==> src/rtl/timer_pkg.sv <==
`timescale 1ns/1ps
package timer_pkg;
  localparam int BCD_W = 4;
  localparam int SEG_W = 7;
  typedef logic [SEG_W-1:0] seg_t;
  localparam seg_t SEG_BLANK = '0;
endpackage

==> src/rtl/bcd_seg_decoder.sv <==
`timescale 1ns/1ps
module bcd_seg_decoder
  import timer_pkg::*;
(
  input  logic [BCD_W-1:0] bcd,
  output seg_t             seg
);
  // bit order {g,f,e,d,c,b,a}, active-high for common cathode
  always_comb begin
    unique case (bcd)
      4'd0:    seg = 7'h3F;
      4'd1:    seg = 7'h06;
      4'd2:    seg = 7'h5B;
      4'd3:    seg = 7'h4F;
      4'd4:    seg = 7'h66;
      4'd5:    seg = 7'h6D;
      4'd6:    seg = 7'h7D;
      4'd7:    seg = 7'h07;
      4'd8:    seg = 7'h7F;
      4'd9:    seg = 7'h6F;
      default: seg = SEG_BLANK;
    endcase
  end
endmodule

==> src/rtl/ones_counter.sv <==
`timescale 1ns/1ps
module ones_counter #(
  parameter int W    = 4,
  parameter int LAST = 9
) (
  input  logic         clk,
  input  logic         clr_n,
  output logic [W-1:0] q,
  output logic [W-1:0] q_next,
  output logic         carry
);
  // binary counter, truncated by a synchronous clear decoded at LAST
  assign carry = (q == LAST[W-1:0]);

  always_comb begin
    if (!clr_n)     q_next = '0;
    else if (carry) q_next = '0;
    else            q_next = q + 1'b1;
  end

  always_ff @(posedge clk) q <= q_next;
endmodule

==> src/rtl/jk_tens_counter.sv <==
`timescale 1ns/1ps
module jk_tens_counter #(
  parameter int W    = 3,
  parameter int LAST = 5
) (
  input  logic         clk,
  input  logic         clr_n,
  input  logic         adv,
  output logic [W-1:0] q,
  output logic [W-1:0] q_next
);
  logic [W-1:0] tgt;
  logic [W-1:0] j;
  logic [W-1:0] k;

  // desired state, from which J/K excitation is derived per bit
  always_comb begin
    if (!adv)                    tgt = q;
    else if (q == LAST[W-1:0])   tgt = '0;
    else                         tgt = q + 1'b1;
  end

  assign j = tgt & ~q;
  assign k = ~tgt & q;
  assign q_next = clr_n ? tgt : '0;

  for (genvar i = 0; i < W; i++) begin : g_jk
    always_ff @(posedge clk) begin
      if (!clr_n) q[i] <= 1'b0;
      else begin
        unique case ({j[i], k[i]})
          2'b00: q[i] <= q[i];
          2'b01: q[i] <= 1'b0;
          2'b10: q[i] <= 1'b1;
          2'b11: q[i] <= ~q[i];
        endcase
      end
    end
  end
endmodule

==> src/rtl/mod60_seconds_timer.sv <==
`timescale 1ns/1ps
module mod60_seconds_timer
  import timer_pkg::*;
#(
  parameter int ONES_W    = 4,
  parameter int TENS_W    = 3,
  parameter int ONES_LAST = 9,
  parameter int TENS_LAST = 5
) (
  input  logic       clk,
  input  logic       clr_n,
  output logic [6:0] seg_ones,
  output logic [6:0] seg_tens
);
  logic [ONES_W-1:0] ones_q, ones_next;
  logic [TENS_W-1:0] tens_q, tens_next;
  logic              ones_carry;
  logic [BCD_W-1:0]  ones_bcd, tens_bcd;
  seg_t              dec_ones, dec_tens;

  ones_counter #(.W(ONES_W), .LAST(ONES_LAST)) u_ones (
    .clk(clk), .clr_n(clr_n), .q(ones_q), .q_next(ones_next), .carry(ones_carry)
  );

  jk_tens_counter #(.W(TENS_W), .LAST(TENS_LAST)) u_tens (
    .clk(clk), .clr_n(clr_n), .adv(ones_carry), .q(tens_q), .q_next(tens_next)
  );

  always_comb begin
    ones_bcd = '0;
    ones_bcd[ONES_W-1:0] = ones_next;
    tens_bcd = '0;
    tens_bcd[TENS_W-1:0] = tens_next;
  end

  bcd_seg_decoder u_dec_ones (.bcd(ones_bcd), .seg(dec_ones));
  bcd_seg_decoder u_dec_tens (.bcd(tens_bcd), .seg(dec_tens));

  // decode the next state so registered segments line up with the count
  always_ff @(posedge clk) begin
    seg_ones <= dec_ones;
    seg_tens <= dec_tens;
  end
endmodule

==> config.mk <==
export PLATFORM = sky130hd
export DESIGN_NAME = mod60_seconds_timer
export DESIGN_NICKNAME = d
export VERILOG_FILES = /design/src/rtl/timer_pkg.sv /design/src/rtl/bcd_seg_decoder.sv /design/src/rtl/ones_counter.sv /design/src/rtl/jk_tens_counter.sv /design/src/rtl/mod60_seconds_timer.sv
export SDC_FILE = /design/constraint.sdc
export NUM_CORES = 1
export LEC_CHECK = 0
export ABC_AREA = 1
export BUFFER_PORTS_ARGS = -buffer_cell sky130_fd_sc_hd__clkbuf_2
export CAP_MARGIN = 20
export CORE_MARGIN = 2
export CORE_UTILIZATION = 55
export DETAILED_ROUTE_END_ITERATION = 12
export GPL_TIMING_DRIVEN = 0
export MAX_ROUTING_LAYER = met4
export PLACE_DENSITY = 0.78
export SYNTH_ARGS = -nofsm -noshare
export SYNTH_HDL_FRONTEND = slang
export SYNTH_SLANG_ARGS = --single-unit
==> constraint.sdc <==
create_clock -name clk -period 2.1 [get_ports clk]
set_input_delay 0.42 -clock clk [delete_from_list [all_inputs] [get_ports clk]]
set_output_delay 0.42 -clock clk [all_outputs]
set_load 0.02 [all_outputs]
==> results by group, run 1 <==
Status
  • Status: finished, final reports clean

Finish
  • Filler cells: 171
  • Final core utilization: 65.7%
  • Syn-to-layout area delta: 11.9%
  • Ant diodes: 0
  • Fin nets: 183
  • Fraction of layout cells with a size suffix above 1: 23.2%
  • Post-route cell area: 1300 um^2

Drt
  • WL met2: 1010 um
  • Post-route met1 wirelength: 759 um
  • Routed wl met3: 53 um
  • Top Layer Used: met4
  • Routed WL: 1870 um
  • DR iter-0 viols: 12
  • Routed wire per std cell: 9.81 um
  • Vias per cell: 4.79
  • DR pass1 iterations: 4
  • Post-route DRC: 0
  • DR vias: 915
  • Detail Route Antenna Nets: 0

STA
  • Slew @ Worst Pin: 0.277 ns
  • Slew Limit Headroom: 81.5%
  • Unrepaired setup endpoints after global routing: yes
  • Worst hold slack: 0.457 ns
  • Final worst clock skew: 0.00483 ns
  • Max Clock Freq: 511 MHz
  • Final number of hold-violating endpoints: 0
  • Setup violators final: 0
  • Final worst-path cycle share: 93.2%
  • Slew Viols, Final: 0
  • Minimum clock period: 1.96 ns

Placement
  • Area after DPL: 1270 um^2
  • DP Wirelength: 1530 um
  • GPL Wtd Cong: 0.802
  • Count of input and output buffers: 15

Power and ir drop
  • Pwr dens: 815 nW/um^2
  • Sequential fraction of design power: 46.9%
  • Maximum vdd drop: 0.359 mV
  • Combinational power share: 35.2%
  • P_sw: 393 uW
  • Total power: 1060 uW
  • Clock network fraction of design power: 17.9%
  • Cell Int Power: 668 uW
  • P_leak: 0.000711 uW
  • Switch share: 37.1%

Synth
  • Netlist cell types: 20
  • Synth top cells by count: nand2_1 (41), inv_1 (22), dfxtp_1 (21)
  • Cell taking the most area after synthesis: dfxtp_1
  • Area contributors post-synth: dfxtp_1 (36%), ha_1 (17%), nand2_1 (13%)
  • Most frequent cell after synthesis: nand2_1
  • Async S/R FF share, synth: 0%
  • Sequential share of the synthesized area: 36.2%
  • Main synth FF type: dfxtp_1
  • YS warnings: 0
  • Syn nets: 163
  • Mapped Area: 1160 um^2
  • Syn Area/Cell: 8.02 um^2
  • Syn Inst Count: 145
  • Post-synth top area share: 36.2%
  • Count of state elements after synthesis: 21
  • Post-synth EDFFs: 0

Clock network
  • Clock Path Buffers: 2
  • Root Driver: clkbuf_4
  • H-tree depth: 1
  • Worst-Skew Late Latency: 0.31 ns
  • CTS tree: yes
  • Clk sinks: 21
  • Reg clk slew, reported paths: 0.11 ns
  • CTS Hold Bufs: 0
  • TritonCTS Buffers: 3

Setup path
  • R2R Setup Slk: 0.14 ns
  • Crit path to: seg_ones[3]
  • R2r startpoint: u_ones.q[1]
  • Crit. Startpoint: u_ones.q[1]
  • CP Data Required Time: 2.35 ns
  • CP Max Fanout: 5
  • CP startpoint kind: register
  • CP Capture Type: register
  • Setup CP Type: register to register
  • Worst reg2reg path endpoint: seg_ones[3]
  • Worst Path Arrival: 2.21 ns
  • Worst R2R Path Depth: 12

Flow run
  • Max-cap violations: 0

Die
  • Die Wd: 50.0 um
  • Initial Util: 58.6%
  • Die Y: 50.0 um
  • Row cnt: 16
  • Core area: 1980 um^2
  • Die area: 2500 um^2
  • Ports: 16

Global route
  • Largest net degree at the start of global routing: 13
  • Vias in the first global route: 893
  • Total track usage: 18.3%
  • First-pass GRT wire length: 3390 um
  • Total gr overflow: 0
  • Initial antenna violation count: 0

Min path
  • Hold WC Path Type: input pin to register
## critical path, stage by stage, from the launching register on
cell     delay, ns
dfxtp_1       0.40
inv_1         0.06
ha_1          0.22
nand3_1       0.16
nand2_1       0.12
nor2_2        0.21
inv_1         0.11
ha_1          0.30
inv_1         0.05
nand3_1       0.08
nand2_1       0.09
nand2_1       0.05
nand2_1       0.05
## worst min-delay path by stage
| stage | depth (start not counted) | endpoint | slack, ns | from |
|---|---|---|---|---|
| final | 3 | u_ones.q[2] | 0.46 | clr_n |
| after detailed placement | 2 | u_tens.q[2] | 0.50 | u_tens.q[2] |
| after floorplan | 2 | u_tens.q[2] | 0.47 | u_tens.q[2] |
| after CTS | 3 | u_ones.q[2] | 0.42 | clr_n |
| after global placement | 2 | u_tens.q[2] | 0.49 | u_tens.q[2] |
| after global routing | 3 | u_ones.q[2] | 0.45 | clr_n |
## power groups by stage
stage / Sequential [uW] / Combinational (uW) / Clock (uW)
after floorplan: 555 / 233 / 0
after global placement: 504 / 355 / 0
after detailed placement: 507 / 372 / 0
after CTS: 498 / 377 / 201
after global routing: 504 / 433 / 215
final: 497 / 373 / 190
## cells by family (layout without fill, tap and decap cells)
family / Yosys count / count (layout) / synth area share (%)
AOI/OAI and AO/OA: 7 / 7 / 3.01
adders and majority gates: 16 / 16 / 17.2
buffers and inverters: 24 / 43 / 8.07
DFF: 21 / 21 / 36.2
and+or+nand+nor: 77 / 77 / 35.5
## per-stage QoR
stage / cells / setup WS [ns] / TNS, ns
floorplan: 145 / 0.321 / 0
global placement: 187 / 0.135 / 0
detailed placement: 187 / 0.0641 / 0
CTS: 191 / 0.0349 / 0
global route: 191 / -0.0109 / -0.0127
finish: 191 / 0.142 / 0
## state kept, by name, summed over array words and instances, names as in the netlist
signal,cells
u_tens.q,3
seg_tens,7
seg_ones,7
u_ones.q,4
## placed cells by master (no fill, tap or decap), drive strengths merged
| cell type | instances |
|---|---|
| a21oi | 3 |
| buf | 1 |
| clkbuf | 18 |
| clkinv | 1 |
| dfxtp | 21 |
| ha | 16 |
| inv | 23 |
| nand2 | 49 |
| nand3 | 16 |
| nand3b | 2 |
| nand4 | 4 |
| nor2 | 6 |
| o21ai | 4 |
## layer usage
| layer | GRT usage [%] | up-vias |
|---|---|---|
| li1 | - | 495 |
| met1 | 16.9 | 400 |
| met2 | 35.3 | 15 |
| met3 | 2.73 | 5 |
| met4 | 9.72 | 0 |
| met5 | - | - |
## what timing repair did
action,CTS,global route
resized for setup,0,1
setup endpoints to repair,0,2
buffers inserted,0,0
## layout make-up
type / instances / area [um^2] / area share [%]
multi-input combinational: 100 / 651 / 50.0
sequential: 21 / 420 / 32.3
inverter: 23 / 86.3 / 6.63
timing repair buffer: 15 / 75.1 / 5.77
tap: 27 / 33.8 / 2.60
clock buffer: 3 / 22.5 / 1.73
buffer: 1 / 7.51 / 0.577
clock inverter: 1 / 5.00 / 0.385
Note: power is estimated with default switching activity, not from simulation.
==> inputs of run 2 (changes only) <==
- PLACE_DENSITY: 0.78 -> 0.84
==> run 2 against run 1 <==
  * Critical path depth down 1
  * Die area unchanged
  * Combinational power grew 3%
  * Largest cell class unchanged
  * Highest routed layer unchanged
  * Sequential power barely moved
  * Wire length grew 8.2%
  * Worst hold slack gained 0.056 ns
==> results by group, run 2 (synthesis results as in run 1) <==
STA
  • Slew @ Worst Pin: 0.264 ns (-0.0123 ns)
  • Final WS setup: 0.164 ns (+0.0219 ns)
  • Minimum clock period: 1.94 ns (-0.0219 ns)
  • Slew Limit Headroom: 82.3% (+0.82 points)
  • Slew Viols, Final: 0 (unchanged)
  • Final number of hold-violating endpoints: 0 (unchanged)
  • Setup TNS: 0 ns (unchanged)
  • Unrepaired setup endpoints after global routing: no
  • Final worst clock skew: 0.00334 ns (-0.00149 ns)
  • Max Clock Freq: 517 MHz (+1.1%)
  • Setup violators final: 0 (unchanged)
  • Final worst-path cycle share: 92.2% (-1.0 points)

Clock network
  • H-tree depth: 1 (unchanged)
  • Worst-Skew Late Latency: 0.31 ns (about the same)
  • Root Driver: clkbuf_4
  • CTS Hold Bufs: 0 (unchanged)
  • Clock Path Buffers: 2 (unchanged)
  • Reg clk slew, reported paths: 0.11 ns (about the same)
  • Clk sinks: 21 (unchanged)
  • TritonCTS Buffers: 3 (unchanged)
  • CTS tree: yes

Status
  • Status: finished, final reports clean

Placement
  • Dpl cells: 187 (unchanged)
  • Count of input and output buffers: 15 (unchanged)
  • DP Wirelength: 1620 um (+6.0%)
  • GPL Wtd Cong: 0.818 (+2.0%)
  • Pre-CTS setup slack: 0.0132 ns (-0.0509 ns)

Power and ir drop
  • Switch share: 37.3% (+0.23 points)
  • P_sw: 401 uW (+2.0%)
  • Combinational power share: 35.7% (+0.5 points)
  • Cell Int Power: 675 uW (+1.0%)
  • Sequential fraction of design power: 46.3% (-0.6 points)
  • Maximum vdd drop: 0.487 mV (+36%)
  • Pwr dens: 814 nW/um^2 (-0.22%)
  • Clock network fraction of design power: 18.0% (about the same)
  • P_leak: 0.000720 uW (+1.2%)

Setup path
  • Setup CP Type: register to register
  • R2r startpoint: u_ones.q[1]
  • CP startpoint kind: register
  • Worst R2R Path Depth: 11 (-1)
  • R2R Setup Slk: 0.16 ns (+0.02 ns)
  • Worst reg2reg path endpoint: seg_ones[1]
  • CP Max Fanout: 4 (-1)
  • Worst Path Arrival: 2.14 ns (-0.07 ns)
  • CP Data Required Time: 2.30 ns (-0.05 ns)
  • CP Capture Type: register

Finish
  • Ant diodes: 0 (unchanged)
  • Syn-to-layout area delta: 13.8%
  • Filler cells: 161 (-5.8%)
  • Largest registers: seg_ones (7), seg_tens (7), u_ones.q (4)
  • Fraction of layout cells with a size suffix above 1: 24.1% (+0.93 points)
  • Post-Layout Cell Count: 193 (+1.0%)
  • Most frequent cells in the layout: nand2_1 (41), inv_1 (22), dfxtp_1 (21)
  • Fin nets: 185 (+1.1%)
  • Most common cell after layout, fill and taps aside: nand2_1

Drt
  • Detail Route Antenna Nets: 0 (unchanged)
  • Routed wire per std cell: 10.5 um (+7.0%)
  • DR iter-0 viols: 25 (+13)
  • Routed WL: 2030 um (+8.2%)
  • DR vias: 951 (+3.9%)
  • Post-route DRC: 0 (unchanged)
  • Vias per cell: 4.93 (+2.9%)
  • DR pass1 iterations: 4 (unchanged)

Die
  • Core area: 1980 um^2 (unchanged)
  • Die area: 2500 um^2 (unchanged)
  • Initial Util: 58.6% (unchanged)
  • Row cnt: 16 (unchanged)
  • Die Wd: 50.0 um (unchanged)
  • Die Y: 50.0 um (unchanged)
  • Ports: 16 (unchanged)

Min path
  • Hold Path Sink: u_ones.q[2]
  • Hold Path Depth: 3 (unchanged)
  • Hold WC Path Type: input pin to register
  • Hold_sp: clr_n

Global route
  • Initial antenna violation count: 0 (unchanged)
  • Total gr overflow: 0 (unchanged)
  • Met2 usage: 38.0% (+2.7 points)
  • Busiest grt layer: met2
  • M1 GR Usage: 19.0% (+2.1 points)
  • Largest net degree at the start of global routing: 12 (-1)
  • GRT met3 Usage: 4.55% (+1.8 points)
  • Total track usage: 19.4% (+1.1 points)
  • Vias in the first global route: 905 (+1.3%)
  • First-pass GRT wire length: 3630 um (+6.9%)

Flow run
  • Max-cap violations: 0 (unchanged)
## run 2: layout make-up
class                      instances  area [um^2]  share of cell area (%)
buffer                             1         7.51                   0.568
clock buffer                       4         26.3                    1.99
sequential                        21          420                    31.8
tap                               27         33.8                    2.55
multi-input combinational        100          658                    49.8
inverter                          23         86.3                    6.53
timing repair buffer              17         90.1                    6.81
## run 2: power groups by stage
stage	combinational (uW)	sequential, uW	clock [uW]
floorplan	233	555	0
global placement	355	504	0
detailed placement	374	508	0
CTS	380	498	197
global route	444	506	216
finish	384	498	194
## run 2: how the worst max path moves through the flow
stage	start	slack (ns)	endpoint
after CTS	u_ones.q[1]	0.1	seg_ones[1]
after floorplan	u_ones.q[1]	0.32	seg_ones[1]
after detailed placement	u_ones.q[1]	0.01	seg_ones[1]
final	u_ones.q[1]	0.16	seg_ones[1]
after global placement	u_ones.q[1]	0.14	seg_ones[1]
after global routing	u_ones.q[1]	0.001	seg_ones[3]
## run 2: repair_timing
action | 4_1_cts | 5_1_grt
resized for setup | 1 | 2
buffers inserted | 0 | 2
cloned | 0 | 0
setup endpoints to repair | 2 | 2
pin swaps | 0 | 1
## run 2: metrics by stage
| step | total power [uW] | hold WS [ns] | area [um^2] | util, % |
|---|---|---|---|---|
| finish | 1080 | 0.512 | 1320 | 66.7 |
| detailed placement | 881 | 0.502 | 1270 | 64.1 |
| global route | 1170 | 0.526 | 1320 | 66.7 |
| global placement | 859 | 0.492 | 1270 | 64.1 |
| floorplan | 787 | 0.474 | 1160 | - |
| CTS | 1080 | 0.469 | 1300 | 65.6 |
## run 2: worst max-delay path, cell delays in order (launching register included)
cell     delay, ns
dfxtp_1       0.40
inv_1         0.06
ha_1          0.21
nand3_1       0.16
nand2_1       0.16
nor2_4        0.18
inv_1         0.09
ha_1          0.29
inv_1         0.06
nand3_1       0.09
nand2_1       0.08
nand2_1       0.06
## run 2: metal layers
metal / up-vias / routed length, um
met2: 21 / 1150
li1: 495 / -
met5: - / 0
met3: 4 / 85
met4: 0 / 18
met1: 431 / 769
==> inputs of run 3 (changes only) <==
- CAP_MARGIN: 20 -> not set
- clock period: 2.1 -> 2.2 ns (I/O delays scaled with it)
==> run 3 against run 2 <==
  * Non-clock buffer count shrank 2
  * Clock power decreased by 5%
  * Largest power group unchanged
  * Fmax fell by 2.0%
  * First-iteration DRC count is the same
  * Flip-flop and latch count unchanged
  * Highest routed layer unchanged
  * Sequential share of layout area is 0.55 points higher
  * Critical path depth unchanged
  * Critical endpoint unchanged
  * Sequential power decreased by 4.6%
  * Final area shrank 1.7%
  * Die area unchanged
  * Wire length decreased by 0.39%
  * Worst hold slack lost 0.023 ns
==> results by group, run 3 (synthesis results as in run 1) <==
Power and ir drop
  • Pwr dens: 784 nW/um^2 (-3.7%)
  • Sequential fraction of design power: 46.6% (+0.3 points)
  • Maximum vdd drop: 0.463 mV (-4.9%)
  • P_sw: 380 uW (-5.3%)
  • Switch share: 37.3% (about the same)
  • Total power: 1020 uW (-5.3%)
  • P_leak: 0.000709 uW (-1.6%)
  • Clock network fraction of design power: 18.1% (about the same)
  • Combinational power share: 35.2% (-0.5 points)
  • Cell Int Power: 639 uW (-5.3%)

Finish
  • Syn-to-layout area delta: 11.8%
  • Ant diodes: 0 (unchanged)
  • Largest registers: seg_ones (7), seg_tens (7), u_ones.q (4)
  • Most frequent cells in the layout: nand2_1 (41), inv_1 (22), dfxtp_1 (21)
  • Fraction of layout cells with a size suffix above 1: 22.6% (-1.5 points)
  • Fin nets: 183 (-1.1%)
  • Post-Layout Cell Count: 191 (-1.0%)
  • Most common cell after layout, fill and taps aside: nand2_1
  • Final core utilization: 65.6% (-1.1 points)

Global route
  • Initial antenna violation count: 0 (unchanged)
  • Largest net degree at the start of global routing: 12 (unchanged)
  • Vias in the first global route: 905 (unchanged)
  • Total track usage: 19.3% (-0.065 points)
  • First-pass GRT wire length: 3620 um (-0.19%)
  • Total gr overflow: 0 (unchanged)

Die
  • Die Wd: 50.0 um (unchanged)
  • Ports: 16 (unchanged)
  • Die area: 2500 um^2 (unchanged)
  • Die Y: 50.0 um (unchanged)
  • Core area: 1980 um^2 (unchanged)
  • Row cnt: 16 (unchanged)
  • Initial Util: 58.6% (unchanged)

Setup path
  • Setup CP Type: register to register
  • Worst reg2reg path endpoint: seg_ones[1]
  • Crit path to: seg_ones[1]
  • CP Data Required Time: 2.40 ns (+0.10 ns)
  • R2r startpoint: u_ones.q[1]
  • CP startpoint kind: register
  • CP Capture Type: register
  • CP top delay family: simple AND/OR/NAND/NOR gates
  • Crit path cell chain: inv_1 > ha_1 > nand3_1 > nand2_1 > nor2_2 > inv_1 > ha_1 > inv_1 > nand3_1 > nand2_1 > nand2_1
  • CP Max Fanout: 5 (+1)
  • Worst Path Arrival: 2.18 ns (+0.04 ns)
  • R2R Setup Slk: 0.22 ns (+0.06 ns)
  • Worst R2R Path Depth: 11 (unchanged)
  • CP max stage delay: 0.40 ns (about the same)
  • Slowest-stage cell, CP: dfxtp_1
  • Worst path buffer plus inverter count: 3 (unchanged)
  • Crit. Startpoint: u_ones.q[1]
  • Number of cells on the critical path: 11 (unchanged)

Status
  • Status: finished, final reports clean

Drt
  • DR vias: 943 (-0.84%)
  • Routed WL: 2020 um (-0.39%)
  • Vias per cell: 4.94 (+0.20%)
  • Detail Route Antenna Nets: 0 (unchanged)
  • Post-route DRC: 0 (unchanged)
  • DR pass1 iterations: 4 (unchanged)
  • Routed wire per std cell: 10.6 um (+0.65%)
  • DR iter-0 viols: 25 (unchanged)

Flow run
  • Max-cap violations: 0 (unchanged)

STA
  • Final worst-path cycle share: 89.8% (-2.4 points)
  • Setup violators final: 0 (unchanged)
  • Final WS setup: 0.225 ns (+0.0608 ns)
  • Minimum clock period: 1.98 ns (+0.0392 ns)
  • Final worst clock skew: 0.00407 ns (+0.000732 ns)
  • Slew Limit Headroom: 82.3% (about the same)
  • Max Clock Freq: 506 MHz (-2.0%)
  • Final number of hold-violating endpoints: 0 (unchanged)
  • Unrepaired setup endpoints after global routing: no
  • Setup TNS: 0 ns (unchanged)
  • Slew Viols, Final: 0 (unchanged)
  • Slew @ Worst Pin: 0.265 ns (+0.000125 ns)

Clock network
  • CTS tree: yes
  • Resize count post-CTS: 0 (-1)
  • CTS Hold Bufs: 0 (unchanged)
  • Clock Path Buffers: 2 (unchanged)
  • Root Driver: clkbuf_4
  • Post-CTS setup buffers: 0 (unchanged)
  • H-tree depth: 1 (unchanged)
  • TritonCTS Buffers: 3 (unchanged)
  • Worst-Skew Late Latency: 0.31 ns (about the same)
  • Clk sinks: 21 (unchanged)
  • Reg clk slew, reported paths: 0.11 ns (about the same)

Placement
  • Pre-CTS setup slack: 0.113 ns (+0.100 ns)
  • GPL Wtd Cong: 0.818 (unchanged)
  • Count of input and output buffers: 15 (unchanged)
  • Dpl cells: 187 (unchanged)
  • DP Wirelength: 1620 um (unchanged)

Min path
  • Hold WC Path Type: input pin to register
run 3: cell count changes in the layout (fill, tap and decap cells not counted):
cell | before | now
buf_4 | 3 | 1
nor2_1 | 1 | 2
nor2_4 | 3 | 2
run 3: per-stage QoR:
stage / hold WS (ns) / cell area (um^2)
2_1_floorplan: 0.474 / 1160
3_5_place_dp: 0.502 / 1270
6_report: 0.490 / 1300
5_1_grt: 0.505 / 1300
3_3_place_gp: 0.492 / 1270
4_1_cts: 0.472 / 1300
run 3: worst min path at each step:
| stage | startpoint | endpoint | slack, ns | cells after the start |
|---|---|---|---|---|
| after global placement | u_tens.q[2] | u_tens.q[2] | 0.49 | 2 |
| final | clr_n | u_ones.q[2] | 0.49 | 3 |
| after CTS | clr_n | u_ones.q[2] | 0.47 | 3 |
| after detailed placement | u_tens.q[2] | u_tens.q[2] | 0.50 | 2 |
| after global routing | clr_n | u_ones.q[2] | 0.51 | 3 |
| after floorplan | u_tens.q[2] | u_tens.q[2] | 0.47 | 2 |
run 3: power by group through the flow:
| stage | clock, uW | sequential, uW | combinational, uW |
|---|---|---|---|
| 2_1_floorplan | 0 | 529 | 222 |
| 3_3_place_gp | 0 | 482 | 339 |
| 3_5_place_dp | 0 | 485 | 357 |
| 4_1_cts | 188 | 476 | 361 |
| 5_1_grt | 206 | 483 | 415 |
| 6_report | 185 | 475 | 359 |
run 3: routing by layer:
layer | share of wire [%] | wire length (um) | global-route usage, % | vias to the layer above
met5 | 0 | 0 | - | -
met4 | 0.89 | 18 | 4.17 | 0
met3 | 3.8 | 77 | 4.55 | 4
met2 | 56 | 1130 | 37.8 | 19
met1 | 39 | 793 | 19.0 | 429
li1 | - | - | - | 491
run 3: tightest hold or removal path: stages:
cell	delay, ns
clkbuf_2	0.11
nand2_1	0.14
nor2_2	0.06
run 3: area by class of cell:
cell class                      instances  area (um^2)
Timing Repair Buffer                   15         75.1
Buffer                                  1         7.51
Sequential cell                        21          420
Fill cell                             162          682
Multi-Input combinational cell        100          651
Clock buffer                            4         26.3
Inverter                               23         86.3
Tap cell                               27         33.8
